File: config.mk
export PLATFORM = sky130hd
export DESIGN_NAME = uart_line_status
export DESIGN_NICKNAME = d
export VERILOG_FILES = /design/src/rtl/uart_lsr_pkg.sv /design/src/rtl/lsr_fifo.sv /design/src/rtl/lsr_tx_path.sv /design/src/rtl/lsr_err_irq.sv /design/src/rtl/uart_line_status.sv
export SDC_FILE = /design/constraint.sdc
export NUM_CORES = 1
export LEC_CHECK = 0
export BUFFER_PORTS_ARGS = -buffer_cell sky130_fd_sc_hd__buf_2
export CORE_MARGIN = 5
export CORE_UTILIZATION = 45
export CTS_BUF_LIST = sky130_fd_sc_hd__clkbuf_4
export DETAILED_ROUTE_END_ITERATION = 10
export GPL_TIMING_DRIVEN = 0
export HOLD_SLACK_MARGIN = 0.1
export SYNTH_ARGS = -nofsm -noshare
export SYNTH_HDL_FRONTEND = slang
export SYNTH_SLANG_ARGS = --single-unit
File: constraint.sdc
create_clock -name clk -period 4.3 [get_ports clk]
set_clock_uncertainty 0.2 [all_clocks]
set_input_delay 0.86 -clock clk [delete_from_list [all_inputs] [get_ports clk]]
set_output_delay 0.86 -clock clk [all_outputs]
set_load 0.005 [all_outputs]
File: src/rtl/uart_lsr_pkg.sv
package uart_lsr_pkg;

  localparam int TAG_W = 3;

  // Tag bit order is externally visible: bit0 parity, bit1 framing, bit2 break.
  typedef struct packed {
    logic brk;
    logic frm;
    logic par;
  } rx_tag_t;

  function automatic logic tag_bad(input rx_tag_t t);
    return t.brk | t.frm | t.par;
  endfunction

  // Storage limit: full depth in queue mode, one entry as a holding register.
  function automatic int unsigned cap_of(input logic qmode, input int unsigned depth);
    return qmode ? depth : 1;
  endfunction

  function automatic int unsigned ptr_next(input int unsigned p, input int unsigned depth);
    return (p == depth - 1) ? 0 : p + 1;
  endfunction

  // Counter step for simultaneous increment and decrement requests.
  function automatic int unsigned cnt_step(input int unsigned c, input logic inc, input logic dec);
    if (inc && !dec) return c + 1;
    if (dec && !inc) return c - 1;
    return c;
  endfunction

endpackage

File: src/rtl/lsr_fifo.sv
module lsr_fifo #(
  parameter int WIDTH = 8,
  parameter int DEPTH = 32,
  localparam int PTR_W = (DEPTH > 1) ? $clog2(DEPTH) : 1,
  localparam int CNT_W = $clog2(DEPTH + 1)
) (
  input  logic             clk,
  input  logic             rst_n,
  input  logic [CNT_W-1:0] limit,
  input  logic             push,
  input  logic [WIDTH-1:0] wdata,
  input  logic             pop,
  output logic [WIDTH-1:0] rdata,
  output logic [CNT_W-1:0] count,
  output logic             push_ok,
  output logic             pop_ok
);
  import uart_lsr_pkg::*;

  logic [WIDTH-1:0] mem [DEPTH];
  logic [PTR_W-1:0] wr_ptr, rd_ptr;

  assign push_ok = push && (count < limit);
  assign pop_ok  = pop && (count != '0);
  assign rdata   = mem[rd_ptr];

  always_ff @(posedge clk) begin
    if (push_ok) mem[wr_ptr] <= wdata;
  end

  always_ff @(posedge clk) begin
    if (!rst_n) begin
      wr_ptr <= '0;
      rd_ptr <= '0;
      count  <= '0;
    end else begin
      if (push_ok) wr_ptr <= PTR_W'(ptr_next(int'(wr_ptr), DEPTH));
      if (pop_ok)  rd_ptr <= PTR_W'(ptr_next(int'(rd_ptr), DEPTH));
      count <= CNT_W'(cnt_step(int'(count), push_ok, pop_ok));
    end
  end

endmodule

File: src/rtl/lsr_tx_path.sv
module lsr_tx_path #(
  parameter int DATA_W = 8,
  parameter int DEPTH  = 32,
  localparam int CNT_W = $clog2(DEPTH + 1)
) (
  input  logic              clk,
  input  logic              rst_n,
  input  logic              fifo_mode,
  input  logic              tx_wr,
  input  logic [DATA_W-1:0] tx_wdata,
  input  logic              tsr_done,
  output logic [CNT_W-1:0]  tx_level,
  output logic [DATA_W-1:0] tx_shift_byte,
  output logic              thr_empty,
  output logic              tx_empty,
  output logic              tx_push_ok,
  output logic              tsr_load
);
  import uart_lsr_pkg::*;

  logic              tsr_busy;
  logic [DATA_W-1:0] head;
  logic              pop_ok;

  // Move the head into the shift register whenever it is free.
  assign tsr_load = !tsr_busy && (tx_level != '0);

  lsr_fifo #(.WIDTH(DATA_W), .DEPTH(DEPTH)) u_txq (
    .clk    (clk),
    .rst_n  (rst_n),
    .limit  (CNT_W'(cap_of(fifo_mode, DEPTH))),
    .push   (tx_wr),
    .wdata  (tx_wdata),
    .pop    (tsr_load),
    .rdata  (head),
    .count  (tx_level),
    .push_ok(tx_push_ok),
    .pop_ok (pop_ok)
  );

  always_ff @(posedge clk) begin
    if (!rst_n) begin
      tsr_busy      <= 1'b0;
      tx_shift_byte <= '0;
    end else if (pop_ok) begin
      tsr_busy      <= 1'b1;
      tx_shift_byte <= head;
    end else if (tsr_done) begin
      tsr_busy      <= 1'b0;
    end
  end

  assign thr_empty = (tx_level == '0);
  assign tx_empty  = thr_empty && !tsr_busy;

endmodule

File: src/rtl/lsr_err_irq.sv
module lsr_err_irq #(
  parameter int CNT_W = 6
) (
  input  logic clk,
  input  logic rst_n,
  input  logic early_err,
  input  logic irq_en,
  input  logic lsr_rd,
  input  logic push_ok,
  input  logic push_bad,
  input  logic pop_ok,
  input  logic head_bad,
  input  logic rx_was_empty,
  output logic rx_fifo_err,
  output logic line_irq,
  output logic lsr_event
);
  import uart_lsr_pkg::*;

  logic [CNT_W-1:0] err_cnt;
  logic             head_seen;
  logic             pending;
  logic             head_event, arrive_event;

  assign arrive_event = early_err && push_ok && push_bad;
  assign head_event   = head_bad && !head_seen;
  assign lsr_event    = head_event || arrive_event;

  always_ff @(posedge clk) begin
    if (!rst_n) begin
      err_cnt   <= '0;
      head_seen <= 1'b0;
      pending   <= 1'b0;
    end else begin
      err_cnt   <= CNT_W'(cnt_step(int'(err_cnt), push_ok && push_bad, pop_ok && head_bad));
      // A bad entry pushed into an empty queue with early timing is its own head event.
      head_seen <= !pop_ok && (head_seen || head_bad || (arrive_event && rx_was_empty));
      pending   <= lsr_event || (pending && !lsr_rd);
    end
  end

  assign rx_fifo_err = (err_cnt != '0);
  assign line_irq    = pending && irq_en;

endmodule

File: src/rtl/uart_line_status.sv
module uart_line_status #(
  parameter int DATA_W = 8,
  parameter int DEPTH  = 32,
  localparam int CNT_W = $clog2(DEPTH + 1),
  localparam int TAG_W = uart_lsr_pkg::TAG_W
) (
  input  logic              clk,
  input  logic              rst_n,
  input  logic              fifo_mode,
  input  logic              irq_en,
  input  logic              early_err,
  input  logic              tx_wr,
  input  logic [DATA_W-1:0] tx_wdata,
  input  logic              tsr_done,
  input  logic              rx_push,
  input  logic [DATA_W-1:0] rx_wdata,
  input  logic [TAG_W-1:0]  rx_wtag,
  input  logic              rx_rd,
  input  logic              lsr_rd,
  output logic [CNT_W-1:0]  tx_level,
  output logic [DATA_W-1:0] tx_shift_byte,
  output logic              thr_empty,
  output logic              tx_empty,
  output logic [CNT_W-1:0]  rx_level,
  output logic [DATA_W-1:0] rx_rdata,
  output logic [TAG_W-1:0]  rx_rtag,
  output logic              rx_fifo_err,
  output logic              line_irq
);
  import uart_lsr_pkg::*;

  // Named internal events, observed by the bound checker.
  logic tx_push_ok, tsr_load;
  logic rx_push_ok, rx_pop_ok;
  logic head_bad, lsr_event;
  logic [DATA_W+TAG_W-1:0] rx_head;

  lsr_tx_path #(.DATA_W(DATA_W), .DEPTH(DEPTH)) u_tx (
    .clk          (clk),
    .rst_n        (rst_n),
    .fifo_mode    (fifo_mode),
    .tx_wr        (tx_wr),
    .tx_wdata     (tx_wdata),
    .tsr_done     (tsr_done),
    .tx_level     (tx_level),
    .tx_shift_byte(tx_shift_byte),
    .thr_empty    (thr_empty),
    .tx_empty     (tx_empty),
    .tx_push_ok   (tx_push_ok),
    .tsr_load     (tsr_load)
  );

  lsr_fifo #(.WIDTH(DATA_W + TAG_W), .DEPTH(DEPTH)) u_rxq (
    .clk    (clk),
    .rst_n  (rst_n),
    .limit  (CNT_W'(cap_of(fifo_mode, DEPTH))),
    .push   (rx_push),
    .wdata  ({rx_wtag, rx_wdata}),
    .pop    (rx_rd),
    .rdata  (rx_head),
    .count  (rx_level),
    .push_ok(rx_push_ok),
    .pop_ok (rx_pop_ok)
  );

  assign rx_rdata = rx_head[DATA_W-1:0];
  assign rx_rtag  = rx_head[DATA_W +: TAG_W];
  assign head_bad = (rx_level != '0) && tag_bad(rx_tag_t'(rx_rtag));

  lsr_err_irq #(.CNT_W(CNT_W)) u_err (
    .clk         (clk),
    .rst_n       (rst_n),
    .early_err   (early_err),
    .irq_en      (irq_en),
    .lsr_rd      (lsr_rd),
    .push_ok     (rx_push_ok),
    .push_bad    (tag_bad(rx_tag_t'(rx_wtag))),
    .pop_ok      (rx_pop_ok),
    .head_bad    (head_bad),
    .rx_was_empty(rx_level == '0),
    .rx_fifo_err (rx_fifo_err),
    .line_irq    (line_irq),
    .lsr_event   (lsr_event)
  );

endmodule

==> qor.yml <==
final_cell_count_no_fill: 2491
mappedNetlistNets: 1413
cts_htree_levels: 4
synth_sequential_area_ratio_pct: 73.1
clock-root-buffer: "clkbuf_4"
routability_congestion_estimate: 0.771
capturing_element_type_of_the_critical_path: "output port"
pin_count: 64
drive_above_1_share_pct: 33.9
max_slew.worst_pin.slew_ns: 1.36
route.detailed.drc: 0
share_of_async_settable_or_async_resettable_flops_after_synthesis_pct: 0
drt-vias-per-instance: 5.58
place_inst: 2183
site_rows: 88
grt_antenna_before_repair: 1
hpwlAfterDp_um: 37700
crit_arrival_ns: 3.19
max-vdd-ir-drop_uv: 374
worst_hold_path_class: "primary input to flip-flop"
ys_types: 57
drt_first_iter_violations: 1229
synth_edf_count: 608
final_period_minus_worst_setup_slack_ns: 4.25
setup_viol_count_final: 0
layout.core_utilization_pct: 52.6
timing.fmax_mhz: 236
vias: 13900
criticalPathCategory: "flip-flop to output port"
req_time_crit_path_ns: 3.24
fp.dieW_um: 252
average_instance_area_after_synthesis_um2: 19.5
grt_start_max_net_pins: 34
maxCapViolCount: 0
reg2regPathDepth: 15
setup.reg_to_reg.worst_slack_ns: 0.26
num_cts_buffers: 169
yosys_warnings: 0
layout_worst_path_cycle_share_pct: 98.7
timing.rr.end: "u_err.err_cnt[3]"
wirelength_um: 60200
clock_latency_reported_for_the_late_side_of_the_worst_skew_pair_ns: 0.94
die_y_um: 252
fin_tns_setup_ns: 0
min_to: "u_rxq.mem[0][9]"
area_of_the_die_mm2: 0.0637
timing.max_slew.rel_slack_pct: 9.23
yosys_register_bits: 662
wire_length_of_the_first_global_routing_pass_um: 90200
hold_path_stages: 1
most_common_cell_after_layout_fill_and_taps_aside: "edfxtp_1"
rsz0062_at_grt: "true"
finalHoldViolations: 0
worst_hold_startpoint: "rx_wtag[1]"
num-fill-cells: 4664
grt_total_usage_pct: 19.2
syn_inst: 1354
core_area_mm2: 0.0579
layout.nets: 1668
clock_path_buffers: 3
post_drt_wl_per_cell_um: 24.2
synth.cell_area_mm2: 0.0264
critical_path.max_fanout: 10
grt_remaining_overflow: 0
report.final.slew_viol_count: 0
tritoncts: "yes"
drtPass1Iterations: 6
cts.reportedPaths.clkPinSlew_ns: 0.07
power_density_mw_per_mm2: 542
multi_input_comb_area_mm2: 0.00677
port_buffers: 63
area_growth_syn_to_fin_pct: 15.2
clock-sinks: 662
ys_dominant_reg_cell: "edfxtp_1"
leakage_power_of_the_design_nw: 9.76
startpoint_kind_of_the_worst_setup_timing_path: "flip-flop"
vias_in_the_first_global_route: 14100
detail-route-antenna-nets: 0
initial_utilization_pct: 45.6
most_used_cells_in_the_layout_excluding_fill_and_tap_cells: "edfxtp_1 (608), clkbuf_4 (251), mux4_2 (177), nor2_1 (102), buf_2 (64)"
run_status: "finished clean"
area.sequential_mm2: 0.0193
==> per-stage QoR <==
step	setup slack [ns]	instance area, um^2	power, mW	hold WS, ns
6_report	0.0543	30500	16.5	0.233
5_1_grt	-0.0712	30500	17.4	0.174
4_1_cts	-0.148	30300	16.6	0.102
3_5_place_dp	-0.187	27700	11.1	0.296
3_3_place_gp	-0.200	27700	11.0	0.286
2_1_floorplan	0.774	26400	9.89	0.267
==> worst max-delay path, stage by stage (launching register included) <==
cell and delay (ns):
dfxtp_4 0.36, buf_12 0.13, buf_12 0.13, buf_12 0.15
clkbuf_16 0.17, mux4_2 0.32, mux4_2 0.54, mux2_4 0.30
buf_6 0.12
==> sequential cells by signal (all words and copies together) (netlist names), named ones only <==
name,cells
u_rxq.count,6
u_rxq.rd_ptr,5
u_tx.tx_shift_byte,8
u_err.head_seen,1
u_tx.u_txq.count,6
u_tx.u_txq.wr_ptr,5
u_tx.u_txq.mem,256
u_err.pending,1
u_rxq.mem,352
u_rxq.wr_ptr,5
u_tx.tsr_busy,1
u_err.err_cnt,6
u_tx.u_txq.rd_ptr,5
==> per-layer routing <==
metal  GRT usage, %  vias up  share of wire [%]
li1               -     6169                  -
met1           26.3     7186                 43
met2           30.6      478                 49
met3           4.75       74                6.0
met4           6.28        0                1.7
met5              0        -                  0
==> cell usage after synthesis, types with 2 or more instances <==
cell | number | area, um^2
or2_2 | 2 | 12.5
a21oi_1 | 44 | 220
nand4_1 | 3 | 18.8
nand2_1 | 46 | 173
mux2_2 | 10 | 113
mux2i_1 | 8 | 80.1
a31oi_1 | 5 | 31.3
o41ai_1 | 2 | 17.5
nor4b_1 | 2 | 17.5
buf_2 | 8 | 40.0
nor2b_1 | 6 | 37.5
nor3b_1 | 6 | 45.0
o21ai_0 | 23 | 115
a211oi_1 | 14 | 105
nand2b_1 | 6 | 37.5
inv_2 | 2 | 7.51
o22ai_1 | 5 | 31.3
clkbuf_1 | 38 | 143
nand3b_1 | 10 | 75.1
o211ai_1 | 2 | 15.0
a311oi_1 | 2 | 17.5
mux4_2 | 177 | 3990
and2_1 | 4 | 25.0
inv_1 | 22 | 82.6
or3_1 | 8 | 50.1
nand3_1 | 16 | 80.1
a22oi_1 | 3 | 22.5
mux4_1 | 9 | 236
or3b_2 | 4 | 35.0
or4_1 | 4 | 30.0
nor2_1 | 106 | 398
ha_1 | 30 | 375
edfxtp_1 | 608 | 18300
nor4_1 | 2 | 12.5
o221ai_1 | 2 | 17.5
a21boi_0 | 5 | 37.5
o21a_1 | 2 | 15.0
and3_1 | 7 | 43.8
nor3_1 | 11 | 55.1
buf_1 | 20 | 75.1
dfxtp_1 | 54 | 1080
==> cell families after synthesis <==
| family | share of synthesized area, % |
|---|---|
| AND/OR/NAND/NOR | 4.51 |
| multiplexers | 16.8 |
| adder cells (fa/ha/maj) | 1.42 |
| AO/OA/AOI/OAI | 2.65 |
| buffers and inverters | 1.48 |
| flip-flops | 73.1 |
==> power breakdown <==
part | leakage, nW | internal (mW) | switching (mW)
sequential | 5.91 | 7.24 | 0.152
clock | 1.27 | 2.84 | 2.48
combinational | 2.57 | 1.75 | 2.06
==> worst max-delay path by stage <==
stage               cells past startpoint               end  startpoint  slack, ns
CTS                                     9       rx_rdata[1]   flip-flop      -0.15
floorplan                              15  u_err.err_cnt[3]   flip-flop       0.77
global placement                       14  u_err.err_cnt[4]   flip-flop      -0.20
finish                                  8       rx_rdata[4]   flip-flop       0.05
detailed placement                     14  u_err.err_cnt[4]   flip-flop      -0.19
global route                            6       rx_rdata[6]   flip-flop      -0.07
==> cell type report <==
cell class	count	share of cell area (%)
inverter	25	0.308
multi-input combinational	598	22.2
clock buffer	251	6.19
tap	765	3.14
antenna	1	0.00822
clock inverter	36	0.834
timing repair buffer	85	1.99
buffer	68	1.76
sequential	662	63.5
==> repair_timing <==
action                                  4_1_cts  5_1_grt
pin swaps                                     0        0
hold buffers                                  4        0
resized for setup                           109       11
setup buffers                                 4        5
hold endpoints to repair                     12        0
gates cloned                                  3        1
endpoints found under the setup margin       16       16
Note: power is estimated with default switching activity, not from simulation.
